===== src/rtl/mmc_regs_irq.sv =====
module mmc_regs_irq #(
  parameter int DW = 8
) (
  input  logic            clk,
  input  logic            rst_n,
  input  logic            wr_en,
  input  logic [15:0]     wr_addr,
  input  logic [DW-1:0]   wr_data,
  input  logic [2:0]      cfg_sw,
  input  logic            scan_tick,
  output logic [4*DW-1:0] outer_q,
  output logic [12*DW-1:0] bank_q,
  output logic [DW-1:0]   ctrl_q,
  output logic [DW-1:0]   mirr_q,
  output logic [DW-1:0]   ramcfg_q,
  output logic [DW-1:0]   latch_q,
  output logic [DW-1:0]   reload_q,
  output logic            wram_wr,
  output logic            irq
);

  localparam int NOUT  = 4;
  localparam int NBANK = 12;

  function automatic logic [DW-1:0] bank_init(input int i);
    case (i)
      0: return DW'(0);
      1: return DW'(2);
      2: return DW'(4);
      3: return DW'(5);
      4: return DW'(6);
      5: return DW'(7);
      6: return DW'(0);
      7: return DW'(1);
      8: return {{(DW-1){1'b1}}, 1'b0};
      default: return {DW{1'b1}};
    endcase
  endfunction

  logic [DW-1:0] outer_r [NOUT];
  logic [DW-1:0] bank_r  [NBANK];
  logic [DW-1:0] cnt_r;
  logic          rld_req, irq_en;

  wire lo_win    = wr_en && (wr_addr[15:12] == 4'h5);
  wire outer_hit = lo_win && wr_addr[4 + cfg_sw];
  wire hi_win    = wr_en && wr_addr[15];
  wire [2:0] sel = {wr_addr[14:13], wr_addr[0]};
  wire pair_blk  = (sel[2:1] == 2'b00) && wr_addr[1];
  wire hi_act    = hi_win && !pair_blk;
  wire ext_idx   = outer_r[3][1];
  wire [3:0] idx = ext_idx ? ctrl_q[3:0] : {1'b0, ctrl_q[2:0]};
  wire [DW-1:0] ram_d = wr_data[5] ? wr_data : {wr_data[DW-1:DW-2], {(DW-2){1'b0}}};
  wire cnt_load  = (cnt_r == '0) || rld_req;
  wire [DW-1:0] cnt_nx = cnt_load ? reload_q : cnt_r - 1'b1;
  wire irq_ack   = hi_win && (sel == 3'b110);

  assign wram_wr = lo_win && !outer_hit;

  for (genvar k = 0; k < NOUT; k++) begin : g_out
    assign outer_q[k*DW +: DW] = outer_r[k];
  end
  for (genvar i = 0; i < NBANK; i++) begin : g_bank
    assign bank_q[i*DW +: DW] = bank_r[i];
  end

  always_ff @(posedge clk) begin
    if (!rst_n) begin
      for (int k = 0; k < NOUT; k++) outer_r[k] <= '0;
      for (int i = 0; i < NBANK; i++) bank_r[i] <= bank_init(i);
      ctrl_q   <= '0;
      mirr_q   <= '0;
      ramcfg_q <= DW'(8'h80);
      latch_q  <= '0;
      reload_q <= '0;
      cnt_r    <= '0;
      rld_req  <= 1'b0;
      irq_en   <= 1'b0;
      irq      <= 1'b0;
    end else begin
      if (outer_hit) outer_r[wr_addr[1:0]] <= wr_data;
      if (hi_win) latch_q <= wr_data;
      if (hi_act) begin
        case (sel)
          3'b000: ctrl_q <= wr_data;
          3'b001: if (idx < 4'(NBANK)) bank_r[idx] <= wr_data;
          3'b010: mirr_q <= wr_data;
          3'b011: ramcfg_q <= ram_d;
          3'b100: reload_q <= wr_data;
          3'b110: irq_en <= 1'b0;
          3'b111: irq_en <= 1'b1;
          default: ;
        endcase
      end
      if (scan_tick) cnt_r <= cnt_nx;
      if (hi_win && sel == 3'b101) rld_req <= 1'b1;
      else if (scan_tick) rld_req <= 1'b0;
      if (irq_ack) irq <= 1'b0;
      else if (scan_tick && cnt_nx == '0 && irq_en) irq <= 1'b1;
    end
  end


  irq_hold_chk: assert property (@(posedge clk) disable iff (!rst_n)
    irq && !irq_ack |=> irq);


  irq_ack_chk: assert property (@(posedge clk) disable iff (!rst_n)
    irq_ack |=> !irq);


  irq_src_chk: assert property (@(posedge clk) disable iff (!rst_n)
    !irq && !scan_tick |=> !irq);


  latch_chk: assert property (@(posedge clk) disable iff (!rst_n)
    wr_en && wr_addr[15] |=> latch_q == $past(wr_data));


  pair_ignore_chk: assert property (@(posedge clk) disable iff (!rst_n)
    wr_en && wr_addr[15] && wr_addr[14:13] == 2'b00 && wr_addr[1]
      |=> $stable(ctrl_q) && $stable(bank_q));


  passthru_chk: assert property (@(posedge clk) disable iff (!rst_n)
    wram_wr |=> $stable(outer_q));

endmodule


===== config.mk =====
export PLATFORM = sky130hd
export DESIGN_NAME = mmc_regs_irq
export DESIGN_NICKNAME = d
export VERILOG_FILES = /design/src/rtl/mmc_regs_irq.sv
export SDC_FILE = /design/constraint.sdc
export NUM_CORES = 1
export LEC_CHECK = 0
export BUFFER_PORTS_ARGS = -buffer_cell sky130_fd_sc_hd__buf_2
export CORE_ASPECT_RATIO = 0.75
export CORE_MARGIN = 1.5
export CORE_UTILIZATION = 35
export CTS_BUF_LIST = sky130_fd_sc_hd__clkbuf_4 sky130_fd_sc_hd__clkbuf_8
export CTS_CLUSTER_DIAMETER = 80
export CTS_CLUSTER_SIZE = 20
export DETAILED_ROUTE_END_ITERATION = 7
export MAX_ROUTING_LAYER = met4
export PLACE_DENSITY = 0.55
export SETUP_SLACK_MARGIN = 0.1
export SYNTH_ARGS = -nofsm -noshare
export SYNTH_HDL_FRONTEND = slang
export SYNTH_SLANG_ARGS = --single-unit
export TNS_END_PERCENT = 50

===== constraint.sdc =====
create_clock -name clk -period 3.34 [get_ports clk]
set_input_delay 0.501 -clock clk [delete_from_list [all_inputs] [get_ports clk]]
set_output_delay 0.501 -clock clk [all_outputs]
set_load 0.02 [all_outputs]

==> impl_results.md <==
- Status: finished, final reports clean
- GRT Util Overall: 19.1%
- Met3 global-route usage: 4.88%
- Worst-Skew Late Latency: 0.46 ns
- Reg-to-reg critical path startpoint: cnt_r[0]
- Hold Slack: 0.432 ns
- Remaining DRCs: 0
- Io pins: 201
- Syn Area/Cell: 12.1 sq um
- Root Driver: clkbuf_8
- Post-CTS Resized: 0
- Tmin final: 2.33 ns
- Fmax: 0.429 GHz
- Yosys reg bits: 179
- Tcrit/Tclk final: 69.8%
- Initial antenna violation count: 0
- Synth Cell Area: 0.00727 sq mm
- Share of layout cells above drive strength 1: 32.0%
- DRT Pass-1 Iters: 5
- Placed Area: 0.00846 sq mm
- CP endpoint kind: register
- PD cells: 576 mW/mm^2
- Net Count, Synth: 636
- # diodes: 0
- Grt total ovfl: 0
- Drt initial violations: 481
- Chip height: 128 um
- Netlist cell types: 54
- Crit path capture: outer_r[2][0]
- GR peak layer: met2
- Ys Warns: 0
- Hold-fix buffer count after cts: 0
- Layout area overhead: 23.0%
- Clock Tree Buf Depth: 2
- Max-cap check violation count: 0
- LEAKAGE: 0.00348 uW
- Critical R2R Capture: cnt_r[4]
- Setup TNS Final: 0 ns
- TritonCTS clock tree: done
- H-tree levels: 4
- Hold crit path type: input pin to register
- WP data arrival: 2.40 ns
- Top FF cell, synth: edfxtp_1
- Fin. max-slew vios: 0
- Worst Tran Pin Value: 1.11 ns
- RSZ-0062 raised after global routing: no
- Wire per inst: 18.8 um
- Vias per inst: 4.91
- Hpwl dp: 13700 um
- Crit path kind: input pin to register
- CP Data Required Time: 3.41 ns
- Clk slew on worst S/H paths: 0.09 ns
- Post-route ant nets: 0
- Synth Instances: 603
- First-pass GRT wire length: 29700 um
- Commonest non-fill, non-tap cells in the layout: 198 x buf_2, 128 x edfxtp_1, 75 x nand2_1
- Post-CTS Setup Inserts: 0
- CTS sink cnt: 179
- Total core area: 0.0203 sq mm
- Slew Limit Headroom: 24.9%
- GR Util met2: 27.9%
- Vias in the first global route: 5105
- Worst R2R Path Depth: 7
- Worst vdd ir: 254 uV
- Number of synthesized flops with an enable pin: 128
- Final instance area: 0.00894 sq mm
- R2R Setup Slk: 1.03 ns
- Die ar.: 0.0216 sq mm
- FP Rows: 45
- Final Setup Violations: 0
- Final Hold Viols: 0
- Initial core utilization: 35.9%
- Register area share after synthesis: 66.9%
- Die width: 169 um
- IO buf count: 198
- M1 GR Usage: 27.2%
- Ys async rst share: 0%
- Worst setup SP type: input pin
- Routed via count: 5168
- GP Congestion: 0.823
- Commonest non-fill, non-tap cell in the layout: buf_2
- Filler cells: 1944
- Clock Skews: 0.00983 ns
- Wirelength, routed: 19800 um
- Pin count of the biggest net entering global routing: 38
- Crit path max fanout: 12
- Clock buffer count from CTS: 17
- Crit path from: wr_addr[14]
- Final-stage net count: 816
## registers in the layout, summed over array words and instances (netlist names)
register,cells
outer_r,32
ctrl_q,8
cnt_r,8
irq,1
bank_r,96
irq_en,1
mirr_q,8
ramcfg_q,8
latch_q,8
reload_q,8
rld_req,1
## metrics by stage
| step | std cells | power (uW) | utilization (%) | setup slack (ns) |
|---|---|---|---|---|
| 2_1_floorplan | 603 | 3190 | - | 0.628 |
| 3_3_place_gp | 1022 | 3390 | 41.7 | 0.572 |
| 3_5_place_dp | 1022 | 3420 | 41.7 | 0.518 |
| 4_1_cts | 1052 | 5190 | 44.1 | 1.02 |
| 5_1_grt | 1052 | 5380 | 44.1 | 0.843 |
| 6_report | 1052 | 5150 | 44.1 | 1.01 |
## critical path, cell delays in order
cell      delay (ns)
buf_2           0.15
nor4bb_1        0.29
nand2_1         0.11
or2_2           0.43
o21ai_0         0.92
## worst min-delay path by stage
stage           startpoint  slack (ns)          end  cells after the start
2_1_floorplan       irq_en        0.48       irq_en                      2
4_1_cts         wr_data[2]        0.40  ramcfg_q[2]                      3
5_1_grt         wr_data[2]        0.41  ramcfg_q[2]                      3
3_5_place_dp    latch_q[7]        0.44   latch_q[7]                      2
3_3_place_gp   ramcfg_q[1]        0.44  ramcfg_q[1]                      2
6_report        wr_data[2]        0.43  ramcfg_q[2]                      3
## cell type report
cell class                 instances  area (sq um)  area share, %
clock buffer                      17           234           2.62
clock inverter                    13           249           2.79
inverter                          14          52.6          0.588
multi-input combinational        366          2170           24.3
sequential                       179          4860           54.4
tap                              258           323           3.61
timing repair buffer             205          1040           11.7
## power breakdown
group	total [uW]	internal, uW	leakage [uW]	switching, uW
clock	1780	977	0.000239	806
sequential	2550	2460	0.00157	89.8
combinational	818	313	0.00167	505
total	5150	3750	0.00348	1400
## logic make-up (layout without fill, tap and decap cells)
kind of cell | count (synthesis) | in the layout | synth area share (%)
flops | 179 | 179 | 66.9
compound gates | 54 | 54 | 4.36
mux | 23 | 23 | 3.55
fa+ha+maj | 2 | 2 | 0.344
buf+inv | 58 | 249 | 3.17
xor+xnor | 2 | 2 | 0.241
simple gates | 285 | 285 | 21.4
## synth_stat cells, types with 14 or more instances
master / number / area, sq um
edfxtp_1: 128 / 3840
nand2_1: 75 / 282
nor2_1: 54 / 203
dfxtp_1: 51 / 1020
and2_1: 46 / 288
clkbuf_1: 34 / 128
a21oi_1: 26 / 130
nand2b_1: 20 / 125
nor4_1: 20 / 125
mux2i_1: 19 / 190
and3_1: 14 / 87.6
nor3_1: 14 / 70.1
## metal layers
metal	vias up	wire [um]
met4	0	57
met2	209	8740
met1	2470	9610
met3	4	1400
li1	2485	-
met5	-	0
(Power assumes the default switching activity.)
